==> config.mk <==
export PLATFORM = sky130hd
export DESIGN_NAME = acc_alu
export DESIGN_NICKNAME = d
export VERILOG_FILES = /design/src/rtl/acc_alu_pkg.sv /design/src/rtl/acc_addsub.sv /design/src/rtl/acc_mul.sv /design/src/rtl/acc_div.sv /design/src/rtl/acc_alu.sv
export SDC_FILE = /design/constraint.sdc
export NUM_CORES = 1
export LEC_CHECK = 0
export CELL_PAD_IN_SITES_DETAIL_PLACEMENT = 0
export CELL_PAD_IN_SITES_GLOBAL_PLACEMENT = 1
export CORE_UTILIZATION = 40
export DETAILED_ROUTE_END_ITERATION = 10
export GPL_ROUTABILITY_DRIVEN = 1
export GPL_TIMING_DRIVEN = 0
export PLACE_DENSITY = 0.74
export SLEW_MARGIN = 5
export SYNTH_ARGS = -nofsm -noshare
export SYNTH_HDL_FRONTEND = slang
export SYNTH_SLANG_ARGS = --single-unit
==> constraint.sdc <==
create_clock -name clk -period 1 [get_ports clk]
set_input_delay 0.2 -clock clk [delete_from_list [all_inputs] [get_ports clk]]
set_output_delay 0.2 -clock clk [all_outputs]
set_load 0.01 [all_outputs]
==> src/rtl/acc_alu_pkg.sv <==
`timescale 1ns/1ps
package acc_alu_pkg;

    typedef enum logic [2:0] {
        OP_ADD  = 3'd0,
        OP_ADDC = 3'd1,
        OP_SUBB = 3'd2,
        OP_AND  = 3'd3,
        OP_OR   = 3'd4,
        OP_XOR  = 3'd5,
        OP_MUL  = 3'd6,
        OP_DIV  = 3'd7
    } alu_op_e;

    // status byte bit positions
    localparam int PSW_CY = 7;
    localparam int PSW_AC = 6;
    localparam int PSW_OV = 2;
    localparam int PSW_P  = 0;

endpackage

==> src/rtl/acc_addsub.sv <==
`timescale 1ns/1ps
module acc_addsub #(
    parameter int W = 8
) (
    input  logic [W-1:0] a_i,
    input  logic [W-1:0] b_i,
    input  logic         cin_i,
    input  logic         sub_i,
    output logic [W-1:0] res_o,
    output logic         cy_o,
    output logic         ac_o,
    output logic         ov_o
);
    localparam int H = W / 2;

    logic [W:0]   full;
    logic [H:0]   low;
    logic [W-1:0] mid;

    always_comb begin
        if (sub_i) begin
            full = {1'b0, a_i} - {1'b0, b_i} - {{W{1'b0}}, cin_i};
            low  = {1'b0, a_i[H-1:0]} - {1'b0, b_i[H-1:0]} - {{H{1'b0}}, cin_i};
            mid  = {1'b0, a_i[W-2:0]} - {1'b0, b_i[W-2:0]} - {{(W-1){1'b0}}, cin_i};
        end else begin
            full = {1'b0, a_i} + {1'b0, b_i} + {{W{1'b0}}, cin_i};
            low  = {1'b0, a_i[H-1:0]} + {1'b0, b_i[H-1:0]} + {{H{1'b0}}, cin_i};
            mid  = {1'b0, a_i[W-2:0]} + {1'b0, b_i[W-2:0]} + {{(W-1){1'b0}}, cin_i};
        end
        res_o = full[W-1:0];
        cy_o  = full[W];
        ac_o  = low[H];
        ov_o  = mid[W-1] ^ full[W];
    end
endmodule

==> src/rtl/acc_mul.sv <==
`timescale 1ns/1ps
module acc_mul #(
    parameter int W = 8
) (
    input  logic [W-1:0]   a_i,
    input  logic [W-1:0]   b_i,
    output logic [2*W-1:0] prod_o
);
    localparam int PW = 2 * W;

    logic [PW-1:0] part_s [0:W];

    assign part_s[0] = '0;

    for (genvar i = 0; i < W; i++) begin : g_row
        assign part_s[i+1] = part_s[i] + (b_i[i] ? ({{W{1'b0}}, a_i} << i) : '0);
    end

    assign prod_o = part_s[W];
endmodule

==> src/rtl/acc_div.sv <==
`timescale 1ns/1ps
module acc_div #(
    parameter int W = 8
) (
    input  logic [W-1:0] num_i,
    input  logic [W-1:0] den_i,
    output logic [W-1:0] quo_o,
    output logic [W-1:0] rem_o
);
    logic [W-1:0] rem_s [0:W];

    assign rem_s[0] = '0;

    for (genvar s = 0; s < W; s++) begin : g_step
        localparam int BI = W - 1 - s;
        logic [W:0] shl;
        logic [W:0] trial;
        assign shl          = {rem_s[s], num_i[BI]};
        assign trial        = shl - {1'b0, den_i};
        assign quo_o[BI]    = ~trial[W];
        assign rem_s[s+1]   = trial[W] ? shl[W-1:0] : trial[W-1:0];
    end

    assign rem_o = rem_s[W];
endmodule

==> src/rtl/acc_alu.sv <==
`timescale 1ns/1ps
module acc_alu
    import acc_alu_pkg::*;
#(
    parameter int W = 8
) (
    input  logic         clk,
    input  logic         rst_n,
    input  logic         issue_i,
    input  logic [2:0]   op_i,
    input  logic [W-1:0] acc_i,
    input  logic [W-1:0] opnd_i,
    input  logic [7:0]   psw_i,
    output logic [W-1:0] acc_o,
    output logic [W-1:0] breg_o,
    output logic [7:0]   psw_o,
    output logic         done_o
);
    typedef struct packed {
        logic [W-1:0] acc;
        logic [W-1:0] breg;
        logic [7:0]   psw;
        logic         done;
    } state_t;

    state_t st_d, st_q;

    logic         as_sub_d, as_cin_d;
    logic [W-1:0] as_res_d;
    logic         as_cy_d, as_ac_d, as_ov_d;
    logic [2*W-1:0] prod_d;
    logic [W-1:0] quo_d, rem_d;

    always_comb begin
        as_sub_d = (alu_op_e'(op_i) == OP_SUBB);
        as_cin_d = (alu_op_e'(op_i) == OP_ADD) ? 1'b0 : psw_i[PSW_CY];
    end

    acc_addsub #(.W(W)) addsub_i (
        .a_i   (acc_i),
        .b_i   (opnd_i),
        .cin_i (as_cin_d),
        .sub_i (as_sub_d),
        .res_o (as_res_d),
        .cy_o  (as_cy_d),
        .ac_o  (as_ac_d),
        .ov_o  (as_ov_d)
    );

    acc_mul #(.W(W)) mul_i (
        .a_i    (acc_i),
        .b_i    (opnd_i),
        .prod_o (prod_d)
    );

    acc_div #(.W(W)) div_i (
        .num_i (acc_i),
        .den_i (opnd_i),
        .quo_o (quo_d),
        .rem_o (rem_d)
    );

    always_comb begin
        st_d      = st_q;
        st_d.done = issue_i;
        if (issue_i) begin
            st_d.psw = psw_i;
            unique case (alu_op_e'(op_i))
                OP_ADD, OP_ADDC, OP_SUBB: begin
                    st_d.acc         = as_res_d;
                    st_d.psw[PSW_CY] = as_cy_d;
                    st_d.psw[PSW_AC] = as_ac_d;
                    st_d.psw[PSW_OV] = as_ov_d;
                end
                OP_AND: st_d.acc = acc_i & opnd_i;
                OP_OR:  st_d.acc = acc_i | opnd_i;
                OP_XOR: st_d.acc = acc_i ^ opnd_i;
                OP_MUL: begin
                    st_d.acc         = prod_d[W-1:0];
                    st_d.breg        = prod_d[2*W-1:W];
                    st_d.psw[PSW_CY] = 1'b0;
                    st_d.psw[PSW_OV] = |prod_d[2*W-1:W];
                end
                OP_DIV: begin
                    st_d.acc         = quo_d;
                    st_d.breg        = rem_d;
                    st_d.psw[PSW_CY] = 1'b0;
                    st_d.psw[PSW_OV] = ~|opnd_i;
                end
                default: st_d.acc = st_q.acc;
            endcase
            st_d.psw[PSW_P] = ^st_d.acc;
        end
    end

    always_ff @(posedge clk or negedge rst_n) begin
        if (!rst_n) begin
            st_q <= '0;
        end else begin
            st_q <= st_d;
        end
    end

    assign acc_o  = st_q.acc;
    assign breg_o = st_q.breg;
    assign psw_o  = st_q.psw;
    assign done_o = st_q.done;
endmodule

==> metrics.txt, run 1 <==
status finished with violations; failing checks setup timing; CTS max path bufs 2; clock sinks 25; Pins Over Slew Limit 0; Post-synth EDFFs 0; layout cells sized above 1 between 30% and 40%; DRC errors left 0; Yosys reg bits 25; Area growth, synth to finish 43.6%; RSZ-0062 raised after global routing yes; global-route wire length before repair 40.2 mm; final setup vio count 21; Synth top area share between 20% and 30%; DR WL/cell about 18 um; delay-heaviest family, CP compound AO/OA/AOI/OAI gates; core area 18800 um2; Synth warnings 0; Placed Area slightly below 9000 um2; Clock transition at path regs about 0.06 ns; vias per std cell about 5.6; Chip Height 141 um; Max Clk Rate around 74 MHz; DR pass1 iterations 5; Slew HR 42.3%; Tot GR Track Use around a quarter; GP Congestion between 0.8 and 0.9; Main synth FF type dfrtp_1; hold buffer count at cts 0; I/O pin total 55; post-synthesis average cell area around 8 um2; crit start category input port; root buffer cell clkbuf_16; worst hold path class in2async; critical path peak fanout 7; Final Hold Vio Count 0; Worst R2R Path Depth 2; Slew @ Worst Pin 0.863 ns; die area 19800 um2; CP bufs+invs 21; largest area contributor in the netlist ha_1; initial antenna violation count 0; layout net count approximately 1400; Die X 141 um; pre-CTS WS -15.13 ns; CP Data Required Time ~1.1 ns; most frequent cells after synthesis 126 x ha_1, 94 x inv_1, 86 x nor2_1; Initial DRC Count 377; TritonCTS clock tree built; latest clock arrival within the worst-skew pair 0.26 ns; initial core utilization roughly 41%; critical path class in2reg; Data arrival, critical path roughly 14 ns; Area contributors post-synth ha_1 21%, fa_1 13%, dfrtp_1 8.1%; Async S/R FF share, synth 100%; Post-DRT Antenna Nets 0; register area share after synthesis ~8%; Unique masters post-synth 82; antenna diode count 0; TritonCTS Buffers 3; R2R Setup Slk between 0.1 and 0.15 ns; RR Endpoint psw_o[0]$_DFFE_PN0P_; final WL about 26 mm; Final Util roughly three fifths; Slowest Stage Delay on Critical Path between 0.5 and 0.6 ns; Worst Slack Setup Final -12.54 ns; Crit-path slowest cell or4b_4; final instance area about 11000 um2; Worst Setup End Kind flip-flop; largest net degree at the start of global routing 26; Final Skew 0 ns; CP most frequent cell buf_4; Vias about 7800; final period utilization 1350%; RR Startpoint psw_o[0]$_DFFE_PN0P_; Final min period 13.54 ns; H-tree lvl count 1; gr ovfl total 0; # port buffers around 50; Cell Rows 50; Max-cap violations 0; post-synthesis cell area 7680 um2; post-synthesis cell count 936; dpl hpwl between 15 and 20 mm; count leader, synth ha_1; vias in the first global route 7812
[logic make-up (layout without fill, tap and decap cells)]
kind of cell	count (synthesis)	after routing	synth area share, %
flops	25	25	8.14
fa+ha+maj	177	177	33.6
compound gates	243	243	20.9
other cells	1	3	0.0488
xor+xnor	74	74	8.96
simple gates	260	262	16.6
mux	41	41	6.11
buf+inv	115	345	5.77
[per-stage QoR]
| stage | hold slack [ns] | TNS (ns) | cells |
|---|---|---|---|
| after global routing | 0.111 | -181.40 | 1404 |
| after CTS | 0.0753 | -168.08 | 1368 |
| after global placement | 0.470 | -231.80 | 1223 |
| after floorplan | -0.0956 | -165.13 | 938 |
| final | 0.0515 | -171.88 | 1404 |
| after detailed placement | 0.478 | -232.86 | 1223 |
[cell usage in the layout (no fill, tap or decap), drive strengths merged, types with 8 or more instances in the layout]
| master | n |
|---|---|
| a21boi | 10 |
| a21o | 32 |
| a21oi | 56 |
| a31oi | 8 |
| and3 | 8 |
| buf | 224 |
| clkbuf | 11 |
| clkinvlp | 10 |
| dfrtp | 25 |
| fa | 49 |
| ha | 126 |
| inv | 86 |
| mux2 | 21 |
| mux2i | 19 |
| nand2 | 65 |
| nand2b | 17 |
| nand3 | 17 |
| nand4 | 11 |
| nor2 | 88 |
| nor2b | 15 |
| nor3 | 14 |
| o21ai | 65 |
| xnor2 | 48 |
| xor2 | 25 |
[cell type report]
cell class,instances,area [um2]
Fill cell,1680,7740
Multi-Input combinational cell,800,7580
Timing Repair Buffer,225,1760
Sequential cell,25,626
Inverter,97,424
Tap cell,234,293
Buffer,18,256
Clock buffer,3,75.1
Timing Repair inverter,1,6.26
Clock inverter,1,5.00
[how the worst max path moves through the flow]
stage,start,to,slack (ns),cells after the start
6_report,acc_i[7],psw_o[0]$_DFFE_PN0P_,-12.54,85
5_1_grt,acc_i[7],psw_o[0]$_DFFE_PN0P_,-13.23,85
3_3_place_gp,opnd_i[0],psw_o[0]$_DFFE_PN0P_,-15.11,80
4_1_cts,acc_i[7],breg_o[1]$_DFFE_PN0P_,-12.23,80
2_1_floorplan,acc_i[7],psw_o[0]$_DFFE_PN0P_,-12.13,79
3_5_place_dp,opnd_i[0],psw_o[0]$_DFFE_PN0P_,-15.13,80
[timing repair]
item,4_1_cts,5_1_grt
hold endpoints to repair,0,0
resized for setup,332,51
setup endpoints to repair,74,29
pin swaps,72,51
cloned,4,0
setup buffers,139,38
[worst reg2reg max path, stage by stage (launching register included)]
cell and delay (ns):
dfrtp_1 0.38, buf_4 0.13, a211o_1 0.28
[sequential cells by signal, summed over array words and instances, names as in the netlist]
register  count
acc_o         8
psw_o         8
done_o        1
breg_o        8
[routing by layer]
metal / vias to the layer above / GRT usage [%] / part of all wire (%)
met5: - / 0 / 0
met4: 0 / 7.78 / 3.0
met3: 55 / 2.99 / 4.4
met2: 208 / 47.7 / 50
met1: 3756 / 31.8 / 43
li1: 3784 / - / -
Power of run 1 is not shown: default switching activity piles up to over one toggle a cycle in this logic, so the estimate is an artifact.
==> run 2, diff against run 1 <==
- CORE_MARGIN: not set -> 1.5
==> run 2 against run 1 <==
The flow finishes with violations (hold timing, setup timing). Via count decreased by 1.1%. Flip-flop and latch count did not move. Non-clock buffer count shrank 20. Cell count is 1.5% lower. First-iteration DRC count decreased by 7.7%. Register-to-register slack about the same. Core utilization is 0.61 points lower. Final area shrank 1.0%. Global-route usage fell by 0.94 points.
==> metrics.txt, run 2 (synthesized netlist as in run 1, its figures left out) <==
initial antenna violation count 0 (unchanged); commonest cells after routing, fill and taps aside 144 x buf_4, 113 x ha_1, 79 x inv_1 (was 166 x buf_4, 111 x ha_1, 77 x inv_1); Data arrival, critical path 13.38 ns (was 13.68 ns); worst hold path class in2async (unchanged); latest clock arrival within the worst-skew pair 0.25 ns (was 0.26 ns); TritonCTS Buffers 3 (unchanged); vias per std cell 5.58 (was 5.56); RSZ-0062 raised after global routing yes (unchanged); Tot GR Track Use 25.1% (was 26.0%); DR WL/cell 18.2 um (about the same); clock sinks 25 (unchanged); Vias 7717 (was 7803); dpl hpwl 17.9 mm (was 18.0 mm); worst hold slack -0.0522 ns (was 0.0515 ns); Final Hold Vio Count 25 (was 0); final WL 25.1 mm (was 25.6 mm); TritonCTS clock tree built (unchanged); Post-DRT Antenna Nets 0 (unchanged); pre-CTS WS -15.13 ns (about the same); Worst Setup End Kind flip-flop (unchanged); die area 20000 um2 (was 19800 um2); Chip Height 142 um (was 141 um); Clock transition at path regs 0.06 ns (about the same); DRC errors left 0 (unchanged); DR pass1 iterations 5 (unchanged); Pins Over Slew Limit 0 (unchanged); antenna diode count 0 (unchanged); global-route wire length before repair 39.7 mm (was 40.2 mm); crit start category input port (unchanged); Final Skew 0 ns (unchanged); hold buffer count at cts 0 (unchanged); Die X 142 um (was 141 um); status finished with violations (unchanged); critical path peak fanout 7 (unchanged); CTS max path bufs 2 (unchanged); H-tree lvl count 1 (unchanged); # port buffers 51 (unchanged); Slowest Stage Delay on Critical Path 0.59 ns (was 0.58 ns); CP Data Required Time 1.14 ns (about the same); Crit-path slowest cell or4b_4 (unchanged); final setup vio count 20 (was 21); most common cell after layout, fill and taps aside buf_4 (unchanged); Slew @ Worst Pin 1.05 ns (was 0.863 ns); Max Clk Rate 75.5 MHz (was 73.9 MHz); I/O pin total 55 (unchanged); Final min period 13.24 ns (was 13.54 ns); Fill cells 1731 (was 1680); core area 18800 um2 (unchanged); initial core utilization 40.9% (unchanged); Initial DRC Count 348 (was 377); root buffer cell clkbuf_16 (unchanged); gr ovfl total 0 (unchanged); CP most frequent cell a21o_1 (was buf_4); failing checks hold timing, setup timing (was setup timing); GP Congestion 0.831 (was 0.841); Slew HR 29.9% (was 42.3%); Worst Slack Setup Final -12.24 ns (was -12.54 ns); final period utilization 1320% (was 1350%); final instance area 10900 um2 (was 11000 um2); Cell Rows 50 (unchanged); Max-cap violations 0 (unchanged); Placed Area 8930 um2 (unchanged); Area growth, synth to finish 42.1% (was 43.6%); layout net count 1355 (was 1376); layout cells sized above 1 36.5% (was 37.4%); vias in the first global route 7807 (was 7812); Worst R2R Path Depth 2 (unchanged); setup TNS -168.45 ns (was -171.88 ns); largest net degree at the start of global routing 26 (unchanged); critical path class in2reg (unchanged)
[run 2: worst max-delay path: cells and delay by family]
family	cells	cell delay [ns]
adder cells (fa/ha/maj)	7	1.88
AND/OR/NAND/NOR	27	4.15
multiplexers	4	1.08
AO/OA/AOI/OAI	32	5.02
buffers and inverters	4	0.61
XOR/XNOR	3	0.42
[run 2: layer usage]
metal	wire [um]	vias to the layer above	global-route usage (%)	part of all wire [%]
li1	-	3744	-	-
met1	11100	3737	31.7	44
met2	12300	178	45.4	49
met3	818	58	1.35	3.3
met4	939	0	8.30	3.7
met5	0	-	0	0
[run 2: layout make-up]
class                   instances  area, um2  area share [%]
clock buffers                   3       75.1           0.688
multi-input cells             800       7650            70.1
plain buffers                  17        218            1.99
inverters                      97        425            3.90
flip-flops and latches         25        626            5.73
clock inverters                 1       5.00          0.0459
repair buffers                206       1620            14.8
well taps                     234        293            2.68
[run 2: per-stage QoR]
| stage | util [%] | instances |
|---|---|---|
| 5_1_grt | 58.2 | 1383 |
| 2_1_floorplan | - | 938 |
| 3_3_place_gp | 47.6 | 1223 |
| 6_report | 58.2 | 1383 |
| 4_1_cts | 56.0 | 1360 |
| 3_5_place_dp | 47.6 | 1223 |
[run 2: timing repair]
item	in CTS	in global routing
hold endpoints to repair	0	14
setup buffers	132	29
gates cloned	3	0
resized for setup	323	71
pin swaps	67	41
setup endpoints to repair	74	55
[run 2: final timing paths]
path / startpoint / slack [ns] / endpoint
max reg2reg: acc_o[7]$_DFFE_PN0P_ / 0.10 / acc_o[7]$_DFFE_PN0P_
min: rst_n / -0.05 / psw_o[1]$_DFFE_PN0P_
min reg2reg: psw_o[0]$_DFFE_PN0P_ / 0.49 / psw_o[0]$_DFFE_PN0P_
max: opnd_i[4] / -12.24 / psw_o[0]$_DFFE_PN0P_
max in group asynchronous: rst_n / 0.65 / breg_o[0]$_DFFE_PN0P_
min in group clk: psw_i[7] / 0.32 / psw_o[7]$_DFFE_PN0P_
Power of run 2 is left out for the same reason.
